==> config.mk <==
export PLATFORM = sky130hd
export DESIGN_NAME = mdio_frame_master
export DESIGN_NICKNAME = d
export VERILOG_FILES = /design/src/rtl/mdio_mgmt_pkg.sv /design/src/rtl/mdio_half_timer.sv /design/src/rtl/mdio_rx_shift.sv /design/src/rtl/mdio_frame_master.sv
export SDC_FILE = /design/constraint.sdc
export NUM_CORES = 1
export LEC_CHECK = 0
export ABC_AREA = 1
export ABC_CLOCK_PERIOD_IN_PS = 4600
export BUFFER_PORTS_ARGS = -buffer_cell sky130_fd_sc_hd__buf_4
export CAP_MARGIN = 15
export CORE_UTILIZATION = 50
export DETAILED_ROUTE_END_ITERATION = 7
export PLACE_DENSITY = 0.72
export SLEW_MARGIN = 5
export SYNTH_ARGS = -nofsm -noshare
export SYNTH_HDL_FRONTEND = slang
export SYNTH_HIERARCHICAL = 1
export SYNTH_SLANG_ARGS = --single-unit
==> constraint.sdc <==
create_clock -name clk -period 4.6 [get_ports clk]
set_input_delay 0.92 -clock clk [delete_from_list [all_inputs] [get_ports clk]]
set_output_delay 0.92 -clock clk [all_outputs]
set_load 0.03 [all_outputs]
==> src/rtl/mdio_mgmt_pkg.sv <==
package mdio_mgmt_pkg;

    // Slot positions inside one frame; the wire order is behaviour.
    localparam int PRE_SLOTS  = 32;
    localparam int ST_SLOT    = 32;
    localparam int OP_SLOT    = 34;
    localparam int PHY_SLOT   = 36;
    localparam int REG_SLOT   = 41;
    localparam int TA_SLOT    = 46;
    localparam int DAT_SLOT   = 48;
    localparam int TAIL_SLOT  = 64;
    localparam int NUM_SLOTS  = 66;
    localparam int IDX_W      = 7;

    typedef enum logic {
        OP_READ  = 1'b0,
        OP_WRITE = 1'b1
    } mgmt_op_e;

    typedef struct packed {
        mgmt_op_e    op;
        logic [4:0]  phy;
        logic [4:0]  regad;
        logic [15:0] wdata;
    } mgmt_req_t;

    typedef struct packed {
        logic drive;    // master owns the line in this slot
        logic value;    // bit placed on the line
        logic capture;  // slot carries a read data bit
    } slot_ctl_t;

    function automatic slot_ctl_t slot_decode(input logic [IDX_W-1:0] idx,
                                              input mgmt_req_t rq);
        slot_ctl_t   c;
        logic [4:0]  a_sh;
        logic [15:0] d_sh;
        c    = '0;
        a_sh = '0;
        d_sh = '0;
        if (idx < IDX_W'(ST_SLOT)) begin
            c.drive = 1'b1;
            c.value = 1'b1;
        end else if (idx < IDX_W'(OP_SLOT)) begin
            c.drive = 1'b1;
            c.value = (idx == IDX_W'(ST_SLOT + 1));
        end else if (idx < IDX_W'(PHY_SLOT)) begin
            c.drive = 1'b1;
            c.value = (rq.op == OP_WRITE) ? (idx == IDX_W'(OP_SLOT + 1))
                                          : (idx == IDX_W'(OP_SLOT));
        end else if (idx < IDX_W'(REG_SLOT)) begin
            a_sh    = rq.phy << (idx - IDX_W'(PHY_SLOT));
            c.drive = 1'b1;
            c.value = a_sh[4];
        end else if (idx < IDX_W'(TA_SLOT)) begin
            a_sh    = rq.regad << (idx - IDX_W'(REG_SLOT));
            c.drive = 1'b1;
            c.value = a_sh[4];
        end else if (idx < IDX_W'(DAT_SLOT)) begin
            c.drive = (rq.op == OP_WRITE);
            c.value = (rq.op == OP_WRITE) && (idx == IDX_W'(TA_SLOT));
        end else if (idx < IDX_W'(TAIL_SLOT)) begin
            d_sh      = rq.wdata << (idx - IDX_W'(DAT_SLOT));
            c.drive   = (rq.op == OP_WRITE);
            c.value   = (rq.op == OP_WRITE) && d_sh[15];
            c.capture = (rq.op == OP_READ);
        end
        return c;
    endfunction

endpackage

==> src/rtl/mdio_half_timer.sv <==
module mdio_half_timer #(
    parameter int HALF_DIV = 50
) (
    input  logic clk,
    input  logic rst,
    input  logic run,
    output logic tick
);
    localparam int CW = (HALF_DIV > 1) ? $clog2(HALF_DIV) : 1;
    localparam logic [CW-1:0] LAST = CW'(HALF_DIV - 1);

    logic [CW-1:0] cnt_q;

    always_ff @(posedge clk) begin
        if (rst || !run) begin
            cnt_q <= '0;
        end else if (cnt_q == LAST) begin
            cnt_q <= '0;
        end else begin
            cnt_q <= cnt_q + 1'b1;
        end
    end

    assign tick = run && (cnt_q == LAST);

    // the half-period counter never passes its terminal value
    assert_cnt_bound_R6: assert property (@(posedge clk) disable iff (rst)
        cnt_q <= LAST);

endmodule

==> src/rtl/mdio_rx_shift.sv <==
module mdio_rx_shift #(
    parameter int W = 16
) (
    input  logic         clk,
    input  logic         rst,
    input  logic         shift_en,
    input  logic         bit_in,
    output logic [W-1:0] word
);
    always_ff @(posedge clk) begin
        if (rst) begin
            word <= '0;
        end else if (shift_en) begin
            word <= {word[W-2:0], bit_in};
        end
    end
endmodule

==> src/rtl/mdio_frame_master.sv <==
module mdio_frame_master
    import mdio_mgmt_pkg::*;
#(
    parameter int HALF_DIV = 50
) (
    input  logic        clk,
    input  logic        rst,
    input  logic        start,
    input  logic        wr_en,
    input  logic [4:0]  phy_addr,
    input  logic [4:0]  reg_addr,
    input  logic [15:0] wr_data,
    output logic [15:0] rd_data,
    output logic        busy,
    output logic        done,
    output logic        mdc,
    output logic        mdio_out,
    output logic        mdio_oe,
    input  logic        mdio_in
);
    localparam logic [IDX_W-1:0] LAST_SLOT = IDX_W'(NUM_SLOTS - 1);

    logic             busy_q;
    logic             done_q;
    logic             mdc_q;
    logic [IDX_W-1:0] idx_q;
    mgmt_req_t        req_q;
    slot_ctl_t        ctl;
    logic             tick;
    logic             sample_en;

    mdio_half_timer #(.HALF_DIV(HALF_DIV)) u_timer (
        .clk  (clk),
        .rst  (rst),
        .run  (busy_q),
        .tick (tick)
    );

    assign ctl       = slot_decode(idx_q, req_q);
    assign sample_en = busy_q && tick && !mdc_q && ctl.capture;

    mdio_rx_shift #(.W(16)) u_rx (
        .clk      (clk),
        .rst      (rst),
        .shift_en (sample_en),
        .bit_in   (mdio_in),
        .word     (rd_data)
    );

    always_ff @(posedge clk) begin
        if (rst) begin
            busy_q <= 1'b0;
            done_q <= 1'b0;
            mdc_q  <= 1'b0;
            idx_q  <= '0;
            req_q  <= '0;
        end else begin
            done_q <= 1'b0;
            if (!busy_q) begin
                if (start) begin
                    busy_q <= 1'b1;
                    mdc_q  <= 1'b0;
                    idx_q  <= '0;
                    req_q  <= '{op: mgmt_op_e'(wr_en), phy: phy_addr,
                               regad: reg_addr, wdata: wr_data};
                end
            end else if (tick) begin
                if (!mdc_q) begin
                    mdc_q <= 1'b1;
                end else begin
                    mdc_q <= 1'b0;
                    if (idx_q == LAST_SLOT) begin
                        busy_q <= 1'b0;
                        done_q <= 1'b1;
                    end else begin
                        idx_q <= idx_q + 1'b1;
                    end
                end
            end
        end
    end

    assign busy     = busy_q;
    assign done     = done_q;
    assign mdc      = mdc_q;
    assign mdio_oe  = busy_q && ctl.drive;
    assign mdio_out = busy_q && ctl.drive && ctl.value;

    // opening run drives ones
    assert_preamble_drive_R1: assert property (@(posedge clk) disable iff (rst)
        (busy_q && idx_q < IDX_W'(PRE_SLOTS)) |-> (mdio_oe && mdio_out));

    // line held through each high phase of mdc
    assert_line_stable_R6: assert property (@(posedge clk) disable iff (rst)
        (mdc_q && $past(mdc_q)) |-> ($stable(mdio_out) && $stable(mdio_oe)));

    // read data is only taken while mdc is low and the line is released
    assert_sample_released_R5: assert property (@(posedge clk) disable iff (rst)
        sample_en |-> (!mdio_oe && !mdc_q));

    // trailing periods release the line
    assert_tail_release_R7: assert property (@(posedge clk) disable iff (rst)
        (busy_q && idx_q >= IDX_W'(TAIL_SLOT)) |-> !mdio_oe);

    // done is a single-clock pulse and coincides with busy low
    assert_done_pulse_R8: assert property (@(posedge clk) disable iff (rst)
        done_q |=> !done_q);
    assert_done_idle_R8: assert property (@(posedge clk) disable iff (rst)
        done_q |-> !busy_q);

    // idle master leaves the bus quiet
    assert_idle_quiet_R9: assert property (@(posedge clk) disable iff (rst)
        !busy_q |-> (!mdc_q && !mdio_oe));

endmodule

==> metrics.txt, run 1 <==
Post-CTS Resized 0; die area 6400 um2; Syn-to-layout area delta 18.9%; max cap viols 0; Core Region ~5900 um2; startpoint type of the worst setup path flop; die height around 80 um; most used cell, CP nand2_1; GRT Util Overall 0.228; run status finished, violations left; Final Skew 0.00703 ns; Root Driver clkbuf_8; Slew Viols, Final 0; post-synthesis cell type count 36; slew margin rel. 0.504; Min-Delay Path Class flop to flop; Worst Path Arrival 2.66 ns; min Tclk post-route around 3.6 ns; Req. time, crit path approximately 3.7 ns; CP Capture Type output pin; num rows 28; Place WS 1.37 ns; Reg clk slew, reported paths 0.07 ns; Max H-tree Level 3; vias in the first global route 2,557; Mapped Avg Cell Area 6.83 um2; Post-synth ARST share 0; area leader, netlist dfxtp_1; largest net degree at the start of global routing 33; post-route setup slack 1.02 ns; Final Setup Violations 0; critical path cell sequence inv_6 > ha_1 > inv_1 > a21oi_1 > nand3_1 > nand2_1 > nor2_1 > nand3_1 > nand2_1 > nand3_1 > nand2_1 > nand2_1 > a21oi_2 > buf_4; wire length per cell 11.6 um; top cells by count, synth nand2_1 (110), nor2_1 (73), dfxtp_1 (59), inv_1 (49), nand3_1 (35); critical path's largest stage delay 0.80 ns; Final nets 539; failing checks DRC; hold_ws 0.472 ns; initial antenna violation count 0; Vias 2,795; Syn Inst Count ~450; DRT Wirelength 6.68 mm; DRC viols 1; GRT overflow 0; Worst Tran Pin Value 0.743 ns; synthesized flop and latch total around 60; Synthesized Nets 489; CTS sink count 59; YS warnings 6; Max Clk Rate 279 MHz; CTS tree yes; placed cell area ~3400 um2; Final Hold Fails 0; worst reg2reg path startpoint idx_q[2]; drt first pass iters 6; share of the synthesized area in the top cell type 0.388; ys flop type dfxtp_1; Initial DRC Count between 100 and 150; DP HPWL 4.70 mm; Pwr Total 1.10 mW; synthesized area 3040 um2; num ports 52; die width 80.0 um; DR vias/cell 4.85; first-pass GRT wire length 11.3 mm; PwrDens between 300 and 400 nW/um2; PortBufs 51; post-synthesis sequential area ratio 0.388; most frequent cell after synthesis nand2_1; Leakage Power 1.63 nW; hold path startpoint u_rx/word[15]; Util after Layout 0.615; top cells by area, synth dfxtp_1 (39%), nand2_1 (14%), nor2_1 (9.0%), inv_1 (6.0%), nand3_1 (5.8%); Worst-Skew Late Latency 0.33 ns; setup_tns 0 ns; Starting Density 0.517; final worst-path cycle share 0.778; share of post-route cells with drive strength above 1 0.178; crit path launch idx_q[0]; CP Max Fanout 20; Post-CTS Hold Buffers 0; unrepaired setup endpoints after global routing no; critical path class flop to output pin; # diodes 0; Post-CTS Setup Bufs 0; maximum clock path buffer count 2; placed cells between 500 and 600; Critical Path Slowest Stage Cell dfxtp_1; TritonCTS Buffers 9; post-route cell area around 3600 um2; Antenna Nets Post-Route 0; number of synthesized flops with an enable pin 0; routability cong. 0.879; maximum VDD drop approximately 0.00019 V; Non-Filler Instances 576
## layout make-up
type | count | area, um2
clock inverter | 5 | 52.6
clock buffer | 11 | 141
sequential | 59 | 1180
tap | 75 | 93.8
timing repair buffer | 54 | 405
inverter | 56 | 215
fill | 566 | 2260
multi-input combinational | 316 | 1530
## report_power, final
group / leakage, nW / internal (mW) / switching, mW
Sequential: 0.481 / 0.529 / 0.0104
Combinational: 1.05 / 0.0384 / 0.0513
Clock: 0.0991 / 0.262 / 0.205
## worst max-delay path, delay by kind of cell (launching register included)
family,cells,cell delay (ns)
DFF,1,0.80
AOI/OAI and AO/OA,2,0.16
adders and majority gates,1,0.33
buffers and inverters,3,0.41
and+or+nand+nor,8,0.62
## routing by layer
layer  vias to the layer above  global-route usage  wire length [um]
li1                       1499                   -                 -
met1                      1244               0.306              3320
met2                        45               0.360              3090
met3                         7              0.0423               192
met4                         0              0.0875                81
met5                         -                   0                 0
## cell usage in the layout (no fill, tap or decap), types with 2 or more instances in the layout
| cell type | instances |
|---|---|
| nand2_1 | 110 |
| nor2_1 | 73 |
| dfxtp_1 | 59 |
| buf_4 | 54 |
| inv_1 | 49 |
| nand3_1 | 35 |
| o21ai_0 | 31 |
| a21oi_1 | 15 |
| ha_1 | 12 |
| clkbuf_8 | 10 |
| xor2_1 | 6 |
| nor3_1 | 6 |
| nor2_2 | 5 |
| inv_2 | 4 |
| o21ai_1 | 3 |
| nand2_2 | 3 |
| clkinv_2 | 3 |
| nand4_1 | 2 |
| clkinv_1 | 2 |
## kinds of logic after synthesis
kind of cell | after synthesis | share of synthesized area
compound gates | 56 | 0.101
xor+xnor | 7 | 0.0201
fa+ha+maj | 12 | 0.0493
simple gates | 241 | 0.331
flops | 59 | 0.388
buf+inv | 71 | 0.111
## registers in the layout, indices dropped and copies added, names as in the netlist
register / cells
mdc: 1
req_q: 27
busy: 1
u_rx/word: 16
u_timer/cnt_q: 6
idx_q: 7
done: 1
## final timing paths
check / slack (ns) / cells after the start / endpoint
worst max-delay path: 1.02 / 14 / mdio_out
worst min-delay path: 0.47 / 2 / u_rx/word[15]
worst max register to register: 2.42 / 11 / idx_q[5]
worst min register to register: 0.47 / 2 / u_rx/word[15]
Note: power is estimated with default switching activity, not from simulation.
==> run 2, diff against run 1 <==
--- a/config.mk
+++ b/config.mk
@@ -5,13 +5,13 @@
 export SDC_FILE = /design/constraint.sdc
 export NUM_CORES = 1
 export LEC_CHECK = 0
-export ABC_AREA = 1
-export ABC_CLOCK_PERIOD_IN_PS = 4600
+export ABC_AREA = 0
+export ABC_CLOCK_PERIOD_IN_PS = 3210
 export BUFFER_PORTS_ARGS = -buffer_cell sky130_fd_sc_hd__buf_4
 export CAP_MARGIN = 15
 export CORE_UTILIZATION = 50
 export DETAILED_ROUTE_END_ITERATION = 7
-export PLACE_DENSITY = 0.72
+export PLACE_DENSITY = 0.76
 export SLEW_MARGIN = 5
 export SYNTH_ARGS = -nofsm -noshare
 export SYNTH_HDL_FRONTEND = slang
==> constraint.sdc (replaced) <==
create_clock -name clk -period 3.21 [get_ports clk]
set_input_delay 0.642 -clock clk [delete_from_list [all_inputs] [get_ports clk]]
set_output_delay 0.642 -clock clk [all_outputs]
set_load 0.03 [all_outputs]
==> run 2 against run 1 <==
  * The flow now finishes without violations
  * Non-clock buffer count increased by 5
  * Wire length decreased by 6.8%
  * Clock skew increased by 0.0026 ns
  * Synthesized cell count decreased by 27%
  * Synthesized area decreased by 7.2%
  * Critical path depth decreased by 5
  * Cell count decreased by 21%
==> metrics.txt, run 2 <==
Antenna Nets Post-Route 0 (unchanged); run status finished, final reports clean; DRT Wirelength 6.23 mm (-6.8%); Leakage Power 1.31 nW (-20%); vias in the first global route 2,300 (-10%); wire length per cell 13.8 um (+19%); Final nets 419 (-22%); post-synthesis sequential area ratio 0.418 (+0.0299); share of the synthesized area in the top cell type 0.418 (+0.0299); routability cong. 0.872 (-0.78%); drt first pass iters 4 (-2); top cells by count, synth nand2_1 (62), dfxtp_1 (59), a21oi_1 (33), nor2_1 (27), mux2i_1 (23); share of post-route cells with drive strength above 1 0.228 (+0.0507); Most flops, register req_q; # diodes 0 (unchanged); Final Setup Violations 0 (unchanged); synthesized area 2830 um2 (-7.2%); setup_tns 0 ns (unchanged); CP Capture Type output pin; reg-to-reg slack, setup 0.69 ns (-1.73 ns); CP top delay family compound AO/OA/AOI/OAI gates; Vias 2,432 (-13%); num ports 52 (unchanged); DRC viols 0 (-1); critical path cell sequence inv_1 > ha_1 > xnor2_2 > mux2i_1 > nor4_1 > a31oi_1 > o22ai_1 > o311a_1 > buf_4; commonest non-fill, non-tap cell in the layout nand2_1; Post-CTS Hold Buffers 0 (unchanged); Reg clk slew, reported paths 0.07 ns (about the same); largest net degree at the start of global routing 55 (+67%); NetSw 366 uW (+37%); most frequent cell after synthesis nand2_1; GRT Util Overall 0.225 (-0.00326); Syn Inst Count 327 (-27%); Final Skew 0.00959 ns (+0.00256 ns); switch share 0.248 (+0.00495); CTS tree yes; Starting Density 0.516 (-0.000759); first-pass GRT wire length 10.6 mm (-6.4%); Non-Filler Instances 453 (-21%); Clk network pwr share 0.398 (-0.028); Min-Delay Path Class flop to flop; min Tclk post-route 3.03 ns; num rows 27 (-3.6%); GRT overflow 0 (unchanged); Max Clk Rate approximately 330 MHz; commonest cells after routing, fill and taps aside nand2_1 (62), buf_4 (59), dfxtp_1 (55); Core Region 5470 um2 (-7.0%); placed cell area 3250 um2 (-5.2%); Critical Path Slowest Stage Cell dfxtp_2; Synthesized Nets 370 (-24%); TritonCTS Buffers 9 (unchanged); placed cells 437 (-22%); maximum VDD drop 0.000426 V (+130%); Max H-tree Level 3 (unchanged); Mapped Avg Cell Area 8.64 um2 (+27%); part of the power in registers 0.521 (+0.029); startpoint type of the worst setup path flop; die width 77.2 um (-3.5%); post-synthesis cell type count 52 (+44%); synthesized flop and latch total 59 (unchanged); DP HPWL 4.26 mm (-9.4%); ys flop type dfxtp_1; CTS sink count 59 (unchanged); Comb power frac 0.081 (about the same); CP Max Fanout 5 (-75%); Req. time, crit path 2.57 ns (-1.11 ns); Regs by FF count req_q: 27 flops, u_rx/word: 16 flops, idx_q: 7 flops; slew margin rel. 0.639 (+0.135); unrepaired setup endpoints after global routing no; Post-synth ARST share 0 (unchanged); Worst Tran Pin Value 0.542 ns (-0.201 ns); final worst-path cycle share 0.943; post-route cell area 3430 um2 (-5.1%); DR vias/cell 5.37 (+11%); top cells by area, synth dfxtp_1 (42%), nand2_1 (8.2%), mux2i_1 (8.1%), a21oi_1 (5.8%), ha_1 (5.3%); Int Power 1.11 mW (+34%); Final Hold Fails 0 (unchanged); Largest register FFs 27 (unchanged); Slew Viols, Final 0 (unchanged); area leader, netlist dfxtp_1; Worst Path Arrival 2.39 ns (-0.27 ns); YS warnings 6 (unchanged); Root Driver clkbuf_8; max cap viols 0 (unchanged); Syn-to-layout area delta 21.5%; number of synthesized flops with an enable pin 0 (unchanged); PwrDens 429 nW/um2 (+42%); Post-CTS Resized 0 (unchanged); critical path class flop to output pin; maximum clock path buffer count 2 (unchanged); die area 5960 um2 (-7.0%); Post-CTS Setup Bufs 0 (unchanged); critical path's largest stage delay 0.39 ns (-0.41 ns); Worst-Skew Late Latency 0.33 ns (about the same); PortBufs 51 (unchanged); die height 77.2 um (-3.5%); initial antenna violation count 0 (unchanged); Initial DRC Count 149 (+19%); Worst Path Buf+Inv 2 (-1)
[run 2: final timing paths]
kind | startpoint | endpoint | cells past startpoint
setup / recovery | idx_q[0] | mdio_out | 9
hold / removal | req_q[19] | req_q[19] | 2
setup reg to reg | u_timer/cnt_q[0] | idx_q[5] | 8
hold reg to reg | req_q[19] | req_q[19] | 2
[run 2: final cells by class]
type,instances,area (um2)
repair buffers,59,443
fillers,494,2040
clock inverters,4,26.3
inverters,10,37.5
flip-flops and latches,59,1190
multi-input cells,237,1500
well taps,72,90.1
clock buffers,12,145
[run 2: cell families after synthesis]
logic type,Yosys count,share of synthesized area
buf+inv,31,0.0558
xor+xnor,9,0.0279
mux,26,0.103
flops,59,0.418
fa+ha+maj,12,0.0531
simple gates,133,0.220
compound gates,57,0.123
[run 2: tightest hold or removal path: stages (launching register included)]
cell     delay, ns
dfxtp_1       0.31
nand2_1       0.05
a21oi_1       0.05
[run 2: metrics by stage]
stage,utilization,setup slack [ns],hold slack [ns],total power [mW]
6_report,0.628,0.183,0.457,1.47
5_1_grt,0.628,0.0122,0.472,1.54
4_1_cts,0.625,0.0451,0.457,1.49
3_5_place_dp,0.594,0.398,0.446,0.904
3_3_place_gp,0.594,0.504,0.441,0.902
2_1_floorplan,-,0.494,0.431,0.851
[run 2: metal layers]
metal  wire length, um  global-route usage  up-vias
li1                  -                   -     1233
met1              2970               0.291     1106
met2              2820               0.343       83
met3               332              0.0619       10
met4               107               0.108        0
met5                 0                   0        -
[run 2: power groups by stage]
stage	Sequential (mW)	Clock, mW	Combinational, mW
2_1_floorplan	0.783	0	0.0670
3_3_place_gp	0.784	0	0.118
6_report	0.768	0.587	0.120
3_5_place_dp	0.785	0	0.119
4_1_cts	0.768	0.599	0.120
5_1_grt	0.770	0.634	0.133
